[src/rtl/sdma_pkg.sv]
package sdma_pkg;
  localparam int LEN_W  = 12;
  localparam int CNT_W  = 8;
  localparam int GAP_W  = 12;
  localparam int WORD_W = LEN_W + CNT_W + GAP_W;
  localparam int ROW_W  = LEN_W + 1;
  localparam int DATA_W = 32;

  typedef enum logic [1:0] {
    ST_IDLE,
    ST_SRC,
    ST_DST,
    ST_ROW
  } sdma_st_e;

  // Padded row length, clipped so the row stops at the 4 KB bank edge.
  function automatic logic [ROW_W-1:0] row_bytes(input logic [LEN_W-1:0] len_f,
                                                 input logic [LEN_W-1:0] loc_low);
    logic [ROW_W:0] want;
    logic [ROW_W:0] room;
    want = ({2'b00, len_f} + 14'd8) & ~14'd7;
    room = 14'h1000 - ({2'b00, loc_low} & ~14'd7);
    if (want > room) want = room;
    return want[ROW_W-1:0];
  endfunction

  function automatic logic [DATA_W-1:0] swap_bytes(input logic [DATA_W-1:0] w);
    return {w[7:0], w[15:8], w[23:16], w[31:24]};
  endfunction
endpackage

[src/rtl/sdma_regs.sv]
module sdma_regs
  import sdma_pkg::*;
#(
  parameter int REG_W = 32
) (
  input  logic             clk,
  input  logic             rst_n,
  input  logic             busy,
  input  logic             start,
  input  logic             row_step,
  input  logic             loc_wr,
  input  logic [REG_W-1:0] loc_in,
  input  logic             ext_wr,
  input  logic [REG_W-1:0] ext_in,
  input  logic [ROW_W-1:0] row_len,
  input  logic [GAP_W-1:0] gap,
  output logic [LEN_W-1:0] loc_low,
  output logic [REG_W-1:0] loc_q,
  output logic [REG_W-1:0] ext_q
);
  localparam logic [REG_W-1:0] ALIGN8 = ~REG_W'(7);

  logic [REG_W-1:0] loc_eff;
  logic [REG_W-1:0] ext_eff;

  // A write in the start cycle feeds straight into the start.
  always_comb begin
    loc_eff = (loc_wr && !busy) ? loc_in : loc_q;
    ext_eff = (ext_wr && !busy) ? ext_in : ext_q;
    loc_low = loc_eff[LEN_W-1:0];
  end

  always_ff @(posedge clk) begin
    if (!rst_n) begin
      loc_q <= '0;
      ext_q <= '0;
    end else if (start) begin
      loc_q <= loc_eff & ALIGN8;
      ext_q <= ext_eff & ALIGN8;
    end else if (row_step) begin
      loc_q <= loc_q + REG_W'(row_len);
      ext_q <= ext_q + REG_W'(row_len) + REG_W'(gap);
    end else if (!busy) begin
      if (loc_wr) loc_q <= loc_in;
      if (ext_wr) ext_q <= ext_in;
    end
  end
endmodule

[src/rtl/sdma_seq.sv]
module sdma_seq
  import sdma_pkg::*;
(
  input  logic              clk,
  input  logic              rst_n,
  input  logic              len_wr,
  input  logic [WORD_W-1:0] len_in,
  input  logic              dir_in,
  input  logic [LEN_W-1:0]  loc_low,
  input  logic              src_ack,
  input  logic              dst_ack,
  output sdma_st_e          st,
  output logic [ROW_W-1:0]  offset,
  output logic [ROW_W-1:0]  row_len,
  output logic [GAP_W-1:0]  gap,
  output logic              dir_q,
  output logic              busy,
  output logic              done,
  output logic              start,
  output logic              row_step,
  output logic              word_done
);
  logic [CNT_W-1:0] rows_left;
  logic             last_word;

  always_comb begin
    busy      = (st != ST_IDLE);
    start     = (st == ST_IDLE) && len_wr;
    row_step  = (st == ST_ROW);
    word_done = (st == ST_DST) && dst_ack;
    last_word = ({1'b0, offset} + 14'd4) >= {1'b0, row_len};
  end

  always_ff @(posedge clk) begin
    if (!rst_n) begin
      st        <= ST_IDLE;
      offset    <= '0;
      row_len   <= '0;
      gap       <= '0;
      rows_left <= '0;
      dir_q     <= 1'b0;
      done      <= 1'b0;
    end else begin
      done <= 1'b0;
      case (st)
        ST_IDLE: if (len_wr) begin
          row_len   <= row_bytes(len_in[LEN_W-1:0], loc_low);
          rows_left <= len_in[LEN_W +: CNT_W];
          gap       <= len_in[LEN_W+CNT_W +: GAP_W];
          dir_q     <= dir_in;
          offset    <= '0;
          st        <= ST_SRC;
        end
        ST_SRC: if (src_ack) st <= ST_DST;
        ST_DST: if (dst_ack) begin
          if (last_word) st <= ST_ROW;
          else begin
            offset <= offset + ROW_W'(4);
            st     <= ST_SRC;
          end
        end
        ST_ROW: begin
          offset <= '0;
          if (rows_left == '0) begin
            st   <= ST_IDLE;
            done <= 1'b1;
          end else begin
            rows_left <= rows_left - 1'b1;
            st        <= ST_SRC;
          end
        end
        default: st <= ST_IDLE;
      endcase
    end
  end
endmodule

[src/rtl/strided_dma.sv]
module strided_dma
  import sdma_pkg::*;
#(
  parameter int EXT_AW = 23,
  parameter int LOC_AW = 13,
  parameter int REG_W  = 32
) (
  input  logic              clk,
  input  logic              rst_n,
  input  logic              loc_wr,
  input  logic [REG_W-1:0]  loc_in,
  input  logic              ext_wr,
  input  logic [REG_W-1:0]  ext_in,
  input  logic              len_wr,
  input  logic [WORD_W-1:0] len_in,
  input  logic              dir,
  output logic              busy,
  output logic              done,
  output logic [REG_W-1:0]  loc_addr_q,
  output logic [REG_W-1:0]  ext_addr_q,
  output logic              ext_req,
  output logic              ext_we,
  output logic [EXT_AW-1:0] ext_addr,
  output logic [DATA_W-1:0] ext_wdata,
  input  logic [DATA_W-1:0] ext_rdata,
  input  logic              ext_ack,
  output logic              loc_req,
  output logic              loc_we,
  output logic [LOC_AW-1:0] loc_addr,
  output logic [DATA_W-1:0] loc_wdata,
  input  logic [DATA_W-1:0] loc_rdata,
  input  logic              loc_ack
);
  localparam int BANK_BIT = LOC_AW - 1;

  sdma_st_e          st;
  logic [ROW_W-1:0]  offset;
  logic [ROW_W-1:0]  row_len;
  logic [GAP_W-1:0]  gap;
  logic              dir_q;
  logic              start;
  logic              row_step;
  logic              word_done;
  logic [LEN_W-1:0]  loc_low;
  logic              src_phase;
  logic              dst_phase;
  logic              src_ack;
  logic              dst_ack;
  logic [DATA_W-1:0] src_rdata;
  logic [DATA_W-1:0] data_q;
  logic [EXT_AW-1:0] ext_sum;
  logic [LOC_AW-1:0] loc_sum;
  logic              loc_lower;

  sdma_seq u_seq (
    .clk      (clk),
    .rst_n    (rst_n),
    .len_wr   (len_wr),
    .len_in   (len_in),
    .dir_in   (dir),
    .loc_low  (loc_low),
    .src_ack  (src_ack),
    .dst_ack  (dst_ack),
    .st       (st),
    .offset   (offset),
    .row_len  (row_len),
    .gap      (gap),
    .dir_q    (dir_q),
    .busy     (busy),
    .done     (done),
    .start    (start),
    .row_step (row_step),
    .word_done(word_done)
  );

  sdma_regs #(.REG_W(REG_W)) u_regs (
    .clk     (clk),
    .rst_n   (rst_n),
    .busy    (busy),
    .start   (start),
    .row_step(row_step),
    .loc_wr  (loc_wr),
    .loc_in  (loc_in),
    .ext_wr  (ext_wr),
    .ext_in  (ext_in),
    .row_len (row_len),
    .gap     (gap),
    .loc_low (loc_low),
    .loc_q   (loc_addr_q),
    .ext_q   (ext_addr_q)
  );

  always_comb begin
    src_phase = (st == ST_SRC);
    dst_phase = (st == ST_DST);
    ext_sum   = ext_addr_q[EXT_AW-1:0] + EXT_AW'(offset);
    loc_sum   = loc_addr_q[LOC_AW-1:0] + LOC_AW'(offset);
    ext_addr  = ext_sum & ~EXT_AW'(3);
    loc_addr  = loc_sum & ~LOC_AW'(3);
    loc_lower = !loc_addr[BANK_BIT];
    ext_req   = dir_q ? dst_phase : src_phase;
    loc_req   = dir_q ? src_phase : dst_phase;
    ext_we    = dir_q;
    loc_we    = !dir_q;
    src_ack   = dir_q ? loc_ack : ext_ack;
    dst_ack   = dir_q ? ext_ack : loc_ack;
    src_rdata = dir_q ? loc_rdata : ext_rdata;
    ext_wdata = data_q;
    loc_wdata = data_q;
  end

  always_ff @(posedge clk) begin
    if (!rst_n) data_q <= '0;
    else if (src_phase && src_ack)
      data_q <= loc_lower ? swap_bytes(src_rdata) : src_rdata;
  end
endmodule

[config.mk]
export PLATFORM = sky130hd
export DESIGN_NAME = strided_dma
export DESIGN_NICKNAME = d
export VERILOG_FILES = /design/src/rtl/sdma_pkg.sv /design/src/rtl/sdma_regs.sv /design/src/rtl/sdma_seq.sv /design/src/rtl/strided_dma.sv
export SDC_FILE = /design/constraint.sdc
export NUM_CORES = 1
export LEC_CHECK = 0
export ABC_AREA = 1
export BUFFER_PORTS_ARGS = -buffer_cell sky130_fd_sc_hd__buf_2
export CORE_UTILIZATION = 25
export CTS_CLUSTER_SIZE = 14
export DETAILED_ROUTE_END_ITERATION = 10
export SLEW_MARGIN = 20
export SYNTH_ARGS = -nofsm -noshare
export SYNTH_HDL_FRONTEND = slang
export SYNTH_SLANG_ARGS = --single-unit
export TNS_END_PERCENT = 100
[constraint.sdc]
create_clock -name clk -period 2.6 [get_ports clk]
set_clock_uncertainty 0.05 [all_clocks]
set_input_delay 0.39 -clock clk [delete_from_list [all_inputs] [get_ports clk]]
set_output_delay 0.39 -clock clk [all_outputs]
set_load 0.02 [all_outputs]
# Yosys cells after proc, flatten, opt, wreduce, memory -nomap -nowiden
# Index checks and enable logic that the tools add are counted.
# classes
n_shift	0
mul	0
div	0
muxes	31
bitwise	1
n_reduce_logical	26
order_cmp	2
eq_ne	12
add_sub_neg	10
# ops
cell	n
two-way mux 32 bit	12
adder 32 x 13 -> 32 bit	2
two-way mux 13 bit	4
case mux 13 bit (3 select lines)	1
adder 32 x 12 -> 32 bit	1
adder 23 x 13 -> 23 bit	1
two-way mux 8 bit	2
case mux 8 bit (2 select lines)	1
adder 13 x 3 -> 14 bit, second input constant	1
>= comparator 14 x 13 -> 1 bit	1
> comparator 13 x 14 -> 1 bit	1
subtractor 13 x 12 -> 14 bit, first input constant	1
adder 12 x 4 -> 13 bit, second input constant	1
adder 13 bit	1
adder 13 x 3 -> 13 bit, second input constant	1
AND reduction 3 bit	4
AND reduction 2 bit	5
nonzero test 3 bit	3
zero test 8 bit	1
two-way mux 2 bit	4
inequality test 2 x 1 -> 1 bit, second input constant	4
inequality test 2 bit, second input constant	4
case mux 2 bit (4 select lines)	1
nonzero test 2 bit	4
11 further kinds	21
# totals
memories	0
mem_bits_rw	0
reg_bits	146
latch_bits	0
input_bits	168
output_inout_bits	170
mem_bits_ro	0

# Logic depth before layout (Yosys ltp)
# Gate-level depths: netlist of the first run.
# logic_depth
ltp_word	7
mapped_depth	23
ltp_nobuf	22

# By module
# A second synthesis of the first run with hierarchy kept.
# unflattened
cells_unflattened	2395
hier_area_um2	14194.9
# modules_own_cells
mod	area_each_um2	instances	cells_each	seq_area_each_um2
sdma_regs	6742.7	1	1202	1281.2
strided_dma	4087.7	1	678	640.6
sdma_seq	3364.5	1	515	900.9

# Worst setup path after synthesis of the first run
# OpenSTA, ideal clock, no wires.
# synth_timing
path_type	reg2reg
start	register u_regs.ext_q[3]
end	register u_regs.ext_q[24]
stages_incl_launch_ff	17
slack_ns	-0.247
arrival_ns	2.676
setup_time_ns	0.122
n_path_buf	0
path_cell_list	dfxtp_1 -> inv_1 -> fa_1 -> inv_1 -> ha_1 -> a21oi_1 -> nand2_1 -> a21oi_1 -> o21ai_0 -> nand2_1 -> nand2_1 -> nand2_1 -> nor2_1 -> nand2_1 -> nand2_1 -> o21ai_0 -> a21oi_1
# synth_between
elab_chain_cells	4
# synth_lines
element	line	text
start: declaration	sdma_regs.sv:19	output logic [REG_W-1:0] ext_q
start signal: assignment	sdma_regs.sv:39	ext_q <= ext_eff & ALIGN8;
start signal: assignment	sdma_regs.sv:42	ext_q <= ext_q + REG_W'(row_len) + REG_W'(gap);
start signal: assignment	sdma_regs.sv:45	if (ext_wr) ext_q <= ext_in;
adder 32 x 13 -> 32 bit	sdma_regs.sv:42	
adder 32 x 12 -> 32 bit	sdma_regs.sv:42	
two-way mux 32 bit	sdma_regs.sv:40	end else if (row_step) begin
two-way mux 32 bit	sdma_regs.sv:37	end else if (start) begin
# No other way between the ends.
# A chain may end at the register's enable or synchronous reset.

# Final worst setup path of the first run
# layout_timing
start	register u_regs.ext_q[3]
end	output ext_addr[17]
# layout_between
elab_chain_cells	1
# layout_lines
element	line	text
adder 23 x 13 -> 23 bit	strided_dma.sv:96	ext_sum = ext_addr_q[EXT_AW-1:0] + EXT_AW'(offset);
end: declaration	strided_dma.sv:23	output logic [EXT_AW-1:0] ext_addr,
# No other way between the ends.

==> results of run 1 <==
==> worst register-to-register path: cells and delay by family (launching register included) <==
family          cells  cell delay (ns)
compound gates      1             0.12
xor+xnor            1             0.12
fa+ha+maj           2             0.59
flops               1             0.34
simple gates       13             1.30
buf+inv             3             0.29
==> layer usage <==
metal / routed length (um) / global-route usage [%]
met1: 21400 / 25.3
met2: 26100 / 38.2
met3: 3800 / 5.41
met4: 2110 / 8.94
met5: 83 / 0
==> sequential cells by signal, summed over array words and instances (netlist names) <==
name,count
ext_wdata,32
u_regs.ext_q,32
u_regs.loc_q,32
u_seq.dir_q,1
u_seq.done,1
u_seq.gap,12
u_seq.offset,11
u_seq.row_len,10
u_seq.rows_left,8
u_seq.st,2
==> cell families after synthesis <==
group	count (synthesis)
AO/OA/AOI/OAI	447
XOR/XNOR	66
adder cells (fa/ha/maj)	87
buffers and inverters	275
flip-flops	141
multiplexers	32
other	1
AND/OR/NAND/NOR	725
==> worst max-delay path by stage <==
stage / start / end / slack (ns)
2_1_floorplan: u_seq.st[1] / u_seq.row_len[7] / -0.07
3_3_place_gp: u_seq.st[0] / u_seq.row_len[3] / -0.30
3_5_place_dp: u_seq.st[0] / u_seq.row_len[6] / -0.37
4_1_cts: u_regs.ext_q[3] / ext_addr[21] / -0.44
5_1_grt: u_regs.ext_q[3] / ext_addr[21] / -0.51
6_report: u_regs.ext_q[3] / ext_addr[17] / -0.43
==> layout make-up <==
type	count	area (um2)	share of cell area, %
antenna	2	5.00	0.0274
clock buffer	18	439	2.40
clock inverter	14	239	1.31
inverter	159	623	3.41
multi-input combinational	1365	9320	51.0
sequential	141	2880	15.8
tap	600	751	4.11
timing repair buffer	611	4000	21.9
timing repair inverter	1	7.51	0.0411
==> power groups by stage <==
stage / Clock, uW / Combinational, uW / Sequential (uW)
floorplan: 0 / 7120 / 4260
global placement: 0 / 12700 / 3840
detailed placement: 0 / 12900 / 3850
CTS: 3050 / 14800 / 3920
global route: 3130 / 17600 / 4040
finish: 2990 / 16200 / 3960
==> cell usage in the layout (no fill, tap or decap), types with 21 or more instances in the layout <==
| master | Yosys | layout |
|---|---|---|
| mux2i_1 | 32 | 32 |
| a21oi_2 | 0 | 36 |
| a21oi_1 | 229 | 180 |
| buf_6 | 3 | 36 |
| nand2_2 | 6 | 38 |
| o21ai_1 | 6 | 26 |
| nand3_2 | 0 | 29 |
| nand3_1 | 112 | 79 |
| nor3_1 | 34 | 26 |
| nand2_1 | 352 | 291 |
| ha_4 | 0 | 31 |
| nor2_1 | 183 | 158 |
| buf_4 | 38 | 259 |
| dfxtp_2 | 0 | 21 |
| dfxtp_1 | 141 | 111 |
| o211ai_1 | 27 | 27 |
| buf_2 | 10 | 311 |
| nand2_4 | 1 | 28 |
| o21ai_0 | 135 | 105 |
| xor2_1 | 48 | 38 |
| inv_1 | 153 | 133 |
| ha_1 | 76 | 44 |
==> per-stage QoR <==
stage | util (%) | TNS [ns] | instances
6_report | 40.1 | -10.11 | 2911
5_1_grt | 40.1 | -17.89 | 2909
4_1_cts | 38.0 | -8.88 | 2892
3_5_place_dp | 33.5 | -13.22 | 2825
3_3_place_gp | 33.5 | -10.34 | 2825
2_1_floorplan | - | -0.727 | 1777
==> timing repair <==
item,4_1_cts,5_1_grt
resized for setup,276,188
pin swaps,105,110
gates cloned,5,1
endpoints found under the setup margin,101,83
buffers inserted,34,21
==> impl_metrics.ini, run 1 <==
[critical_path]
ff2ff_path_depth = 20
cp.depth = 13
crit_type = reg -> out
critPathArrivalTime_ns = 2.59
r2r_start = u_seq.st[0]
crit_fanout = 3
endpoint_kind = output port
crit_required_ns = 2.16
crit_top_cell = a21o_1
slowest_stage = dfxtp_2
slowest_delay_ns = 0.32
r2r_end = u_seq.row_len[6]
ff2ff_setup_slack_ns = -0.29
cp.buffers_inverters = 4
critPathTopFamily = compound AO/OA/AOI/OAI gates
startpoint_type = flop
crit_chain = buf_6 > ha_4 > a21o_1 > a21o_1 > a21o_1 > nand3_2 > buf_6 > a21oi_4 > nand2_2 > inv_2 > nor2_2 > a21oi_1 > buf_4

[routing]
vias = 14500
drt-wirelength-per-cell_um = 18.4
wl_mm = 53.5
firstDrtPassIters = 5
drc = 0
ant_nets = 0
drtIter0Drc = 826
viasPerCell = 4.97

[global_routing]
overflow = 0
grt_pass1_wl_mm = 78.5
grt_max_degree = 60
grt_use_total_pct = 21.8
grt_antenna_before_repair = 9
grt_pass1_vias = 13900

[placement]
place_hpwl_mm = 39.1
port_buffers = 330
dp_worst_setup_slack_ns = -0.367
gp_congestion = 0.918
place_area_mm2 = 0.0153

[clocking]
postCtsHoldBufs = 0
cts_tree = yes
clk_pin_slew_worst_paths_ns = 0.07
cts_sinks = 141
cts_made_buffers = 17
htree_levels = 4
cts_root_buffer = clkbuf_16
clk_latency_ns = 0.49
cts.path.max_buffers = 2

[logic_synthesis]
synth_edf_count = 0
ys.flop_type = dfxtp_1
synthArstFlopShare_pct = 0
synth-compound-area-share_pct = 21.1
synth_cells = 1774
syn_area_mm2 = 0.0116
yosysWarnings = 0
yosys-top-cells-count = 352 x nand2_1, 229 x a21oi_1, 183 x nor2_1, 153 x inv_1, 141 x dfxtp_1
yosys.area.top_type = dfxtp_1
yosys.area_share.simple_pct = 26.2
synth.area.mux_share_pct = 2.76
ys_seq_elements = 141
yosysTopAreaCellShare_pct = 24.3
synthXorXnorAreaFrac_pct = 4.98
synthAdderAreaFrac_pct = 10.1
avgSynthCellArea_um2 = 6.54
netlist-cell-type-count = 45
synth.most_common_cell = nand2_1
synth_top_family_by_area = simple AND/OR/NAND/NOR gates
synth.area.top_cells = dfxtp_1 24%, nand2_1 11%, a21oi_1 9.9%
ys_seq_area_share_pct = 24.3

[timing]
period_share_pct = 116
hold_violations = 0
setup_viol = 53
relSlewSlack_pct = 43.8
drv_slew = 0
rsz0062_at_grt = yes
fmax_mhz = 330
tightestPinTransition_ns = 0.842
fin_crit_ns = 3.03
hold_slack_ns = 0.0686
setup_slack_ns = -0.429

[final_layout]
final_area_mm2 = 0.0183
layout-drive-gt1-share_pct = 41.8
syn2layout_area_growth_pct = 57.5
fill_cells = 4631
final_nets = 2551

[power]
power_frac_seq_pct = 17.1
pwr-share-clk_pct = 12.9
p_sw_share_pct = 49.6
ir_drop_mv = 0.953
power_switching_uw = 11500
p_int_uw = 11700
fin_total_pwr_uw = 23200
p_comb_share_pct = 70.0
leakagePower_uw = 0.00859
power.density_mw_per_mm2 = 1270

[status]
status = finished with violations
violations = negative setup slack

[hold_path]
whs_path_depth = 3
hold_class = in -> reg
holdPathEnd = u_seq.gap[3]
min-delay-start = len_in[23]

[floorplanning]
num_io_pins = 338
start_util_pct = 25.4
fp.dieW_um = 217
die_y_um = 217
row_count = 78
die_area_mm2 = 0.0473
core_mm2 = 0.0456

[flow_run]
maxCapViolations = 0
Power figures use the tool's default switching activity.
==> run 2, diff against run 1 <==
CORE_ASPECT_RATIO = 1.25   (was unset)
SLEW_MARGIN = unset   (was 20)
==> impl_metrics.ini, run 2 (synthesis results as in run 1) <==
[status]
status = finished with violations
violations = negative setup slack

[floorplanning]
core_mm2 = 0.0454
start_util_pct = 25.5
die_y_um = 243
row_count = 87
fp.dieW_um = 195
die_area_mm2 = 0.0473
num_io_pins = 338

[final_layout]
layout-drive-gt1-share_pct = 43.1
multi_input_area_mm2 = 0.00934
layout_commonest_cell = buf_2
syn2layout_area_growth_pct = 58.9
register_area_mm2 = 0.00288
fill_cells = 4589
final_nets = 2568
final_area_mm2 = 0.0184
stdcell_count = 2905
final_cell_mix = 306 x buf_2, 295 x nand2_1, 275 x buf_4

[timing]
fin_crit_ns = 2.99
hold_violations = 0
tightestPinTransition_ns = 0.701
rsz0062_at_grt = yes
setup_viol = 45
drv_slew = 0
relSlewSlack_pct = 53.3
period_share_pct = 115
setup_slack_ns = -0.387
setup_tns_ns = -9.96
fmax_mhz = 335

[global_routing]
grt_use_total_pct = 21.0
overflow = 0
grt_pass1_vias = 13700
grt_max_degree = 103
grt_antenna_before_repair = 10
grt_pass1_wl_mm = 77.1

[critical_path]
startpoint_type = flop
crit_type = reg -> out
crit_required_ns = 2.16
crit_fanout = 3
critPathArrivalTime_ns = 2.55
endpoint_kind = output port

[placement]
gp_congestion = 0.880
place_hpwl_mm = 38.4
dpl.cell_count = 2798
dp_worst_setup_slack_ns = -0.341
place_area_mm2 = 0.0152
port_buffers = 330

[clocking]
cts_root_buffer = clkbuf_16
cts_made_buffers = 17
clk_latency_ns = 0.45
cts_sinks = 141
htree_levels = 4
cts_tree = yes
clk_pin_slew_worst_paths_ns = 0.07
cts.path.max_buffers = 2

[routing]
vias = 14400
viasPerCell = 4.96
wl_mm = 52.6
ant_nets = 0
drt-wirelength-per-cell_um = 18.1
drtIter0Drc = 711
firstDrtPassIters = 5
drc = 0

[power]
ir_drop_mv = 0.712
power.density_mw_per_mm2 = 1270
leakagePower_uw = 0.00867

[hold_path]
hold_class = in -> reg

[flow_run]
maxCapViolations = 0
==> run 2: changes by cell type in the layout (fill, tap and decap cells not counted), moves of 6 or more <==
cell,before,now
nand3_1,79,73
buf_6,36,42
buf_4,259,275
inv_2,16,24
nand3_2,29,36
==> run 2: critical path, stage by stage (launching register included) <==
cell     delay, ns
dfxtp_4       0.37
ha_4          0.25
a21oi_2       0.23
o21ai_4       0.10
a21oi_4       0.13
inv_2         0.06
a21oi_4       0.17
nor2_2        0.05
nor2_1        0.13
nor2_1        0.08
nor2_1        0.16
xnor2_2       0.17
buf_4         0.19
==> run 2: repair_timing <==
item                                    in CTS  in global routing
setup buffers                               40                 33
endpoints found under the hold margin        0                  0
hold buffers                                 0                  0
resized for setup                          252                232
endpoints found under the setup margin      96                116
gates cloned                                 2                  3
pin swaps                                   70                119
==> run 2: worst paths after layout <==
path                         from           endpoint  slack, ns  cells past startpoint
hold reg to reg     ext_wdata[17]      ext_wdata[17]       0.43                      2
setup / recovery  u_seq.offset[5]       loc_addr[11]      -0.39                     12
setup reg to reg      u_seq.st[0]  u_seq.row_len[12]      -0.20                     21
hold / removal          loc_in[1]    u_regs.loc_q[1]       0.11                      3
==> run 2: final cells by class <==
class / count / area share [%]
Antenna cell: 1 / 0.0136
Clock buffer: 18 / 2.38
Clock inverter: 14 / 1.16
Inverter: 159 / 3.35
Multi-Input combinational cell: 1363 / 50.7
Sequential cell: 141 / 15.6
Tap cell: 578 / 3.92
Timing Repair Buffer: 630 / 22.8
Timing Repair inverter: 1 / 0.0407
==> run 2: metal layers <==
metal,track usage (%),wire length (um),vias to the layer above
met4,8.54,1780,14
met5,0,75,-
met2,36.6,26100,492
li1,-,-,7010
met1,24.2,21000,6799
met3,5.53,3630,101
==> run 2: metrics by stage <==
stage               power [uW]  hold WS, ns  util (%)
floorplan                11400        0.396         -
global placement         16600        0.409      33.5
detailed placement       16800        0.418      33.5
CTS                      21800       0.0870      37.9
global route             25100       0.0926      40.6
finish                   23400        0.112      40.6
==> run 2: where the power goes <==
part,switching [uW],internal (uW)
sequential,925,2970
clock,1110,1730
combinational,9590,7120
==> run 3, diff against run 2 <==
REMOVE_ABC_BUFFERS = 1   (was unset)
SETUP_SLACK_MARGIN = 0.5   (was unset)
==> impl_metrics.ini, run 3 (synthesis results as in run 1) <==
[clocking]
cts_tree = yes
htree_levels = 4
clk_latency_ns = 0.46
cts_sinks = 141
cts_made_buffers = 17
cts.path.max_buffers = 2
cts_root_buffer = clkbuf_16
clk_pin_slew_worst_paths_ns = 0.07

[final_layout]
layout_commonest_cell = buf_2
stdcell_count = 2913
final_area_mm2 = 0.0199
final_cell_mix = 301 x buf_2, 244 x nand2_1, 237 x buf_4
final_nets = 2576
layout-drive-gt1-share_pct = 50.8
syn2layout_area_growth_pct = 71.2

[hold_path]
holdPathEnd = u_seq.gap[3]
min-delay-start = len_in[23]
hold_class = in -> reg
whs_path_depth = 3

[timing]
tightestPinTransition_ns = 0.687
period_share_pct = 114
setup_viol = 84
relSlewSlack_pct = 54.2
setup_slack_ns = -0.358
hold_violations = 0
fmax_mhz = 338
fin_crit_ns = 2.96
rsz0062_at_grt = yes
drv_slew = 0

[routing]
drc = 0
wl_mm = 53.7
drtIter0Drc = 719
viasPerCell = 5.06
drt-wirelength-per-cell_um = 18.5
firstDrtPassIters = 5
vias = 14700
ant_nets = 0

[power]
pwr-share-clk_pct = 10.1
p_comb_share_pct = 74.5
power_frac_seq_pct = 15.4
power_switching_uw = 12800
leakagePower_uw = 0.00907
p_int_uw = 13100
p_sw_share_pct = 49.3
ir_drop_mv = 0.542
power.density_mw_per_mm2 = 1300

[global_routing]
grt_pass1_vias = 14000
overflow = 0
grt_use_total_pct = 21.0
grt_max_degree = 103
grt_pass1_wl_mm = 76.9
grt_antenna_before_repair = 3

[status]
violations = negative setup slack
status = finished with violations

[critical_path]
crit_required_ns = 2.16
startpoint_type = flop
r2r_end = u_seq.offset[12]
ff2ff_setup_slack_ns = -0.27
crit_fanout = 3
endpoint_kind = output port
crit_type = reg -> out
r2r_start = u_seq.offset[3]
critPathArrivalTime_ns = 2.52
ff2ff_path_depth = 16

[floorplanning]
die_y_um = 243
fp.dieW_um = 195
num_io_pins = 338
core_mm2 = 0.0454
die_area_mm2 = 0.0473
row_count = 87
start_util_pct = 25.5

[placement]
port_buffers = 330
place_area_mm2 = 0.0150
gp_congestion = 0.892
dpl.cell_count = 2779
place_hpwl_mm = 37.6

[flow_run]
maxCapViolations = 0
run 3: power by group through the flow:
stage / combinational, uW / clock [uW] / sequential, uW
after global routing: 20600 / 2780 / 4080
after detailed placement: 12600 / 0 / 3860
after CTS: 15500 / 2700 / 3900
after floorplan: 6390 / 0 / 4460
after global placement: 12400 / 0 / 3840
final: 19300 / 2620 / 3990
run 3: how the worst max path moves through the flow:
stage                                  end            start  depth (start not counted)
after floorplan            u_regs.ext_q[3]      u_seq.st[1]                          8
after global routing          loc_addr[11]  u_seq.offset[7]                         13
after detailed placement  u_seq.row_len[4]      u_seq.st[0]                         21
final                         loc_addr[11]  u_seq.offset[7]                         13
after global placement    u_seq.row_len[4]      u_seq.st[0]                         21
after CTS                     ext_addr[21]  u_regs.ext_q[3]                         12
run 3: area by class of cell:
type	instances	area (um2)
fillers	4385	25500
multi-input cells	1362	10400
repair buffers	639	4610
flip-flops and latches	141	2900
well taps	578	723
inverters	159	609
clock buffers	23	498
clock inverters	9	108
repair inverters	1	7.51
diodes	1	2.50
run 3: critical path, cell delays in order (launching register included):
cell and delay [ns]:
dfxtp_2 0.34, buf_6 0.12, ha_4 0.29, nand2_4 0.07
o21ai_4 0.16, a21oi_2 0.06, inv_2 0.08, a21oi_4 0.07
nor2_2 0.14, nor2_1 0.07, nor2_2 0.19, nor2_2 0.07
xnor2_2 0.21, buf_4 0.19
run 3: metrics by stage:
step / power [uW] / worst slack (ns) / util, % / hold WS [ns] / TNS, ns
floorplan: 10800 / -2.48 / - / 0.396 / -206.15
global placement: 16300 / -0.455 / 33.0 / 0.411 / -12.64
detailed placement: 16500 / -0.538 / 33.0 / 0.416 / -15.68
global route: 27500 / -0.488 / 43.7 / 0.0775 / -22.60
CTS: 22100 / -0.403 / 38.5 / 0.0501 / -9.02
finish: 25900 / -0.358 / 43.7 / 0.0836 / -14.03
run 3: routing by layer:
metal	track usage [%]	wire [um]
met2	38.4	27300
met1	22.6	20400
met4	11.5	3010
met3	3.75	2990
met5	0	23
run 3: repair_timing:
| item | CTS | global route |
|---|---|---|
| resized for setup | 399 | 426 |
| hold buffers | 0 | 0 |
| cloned | 5 | 4 |
| setup buffers | 43 | 49 |
| setup endpoints to repair | 147 | 153 |
| pin swaps | 113 | 168 |
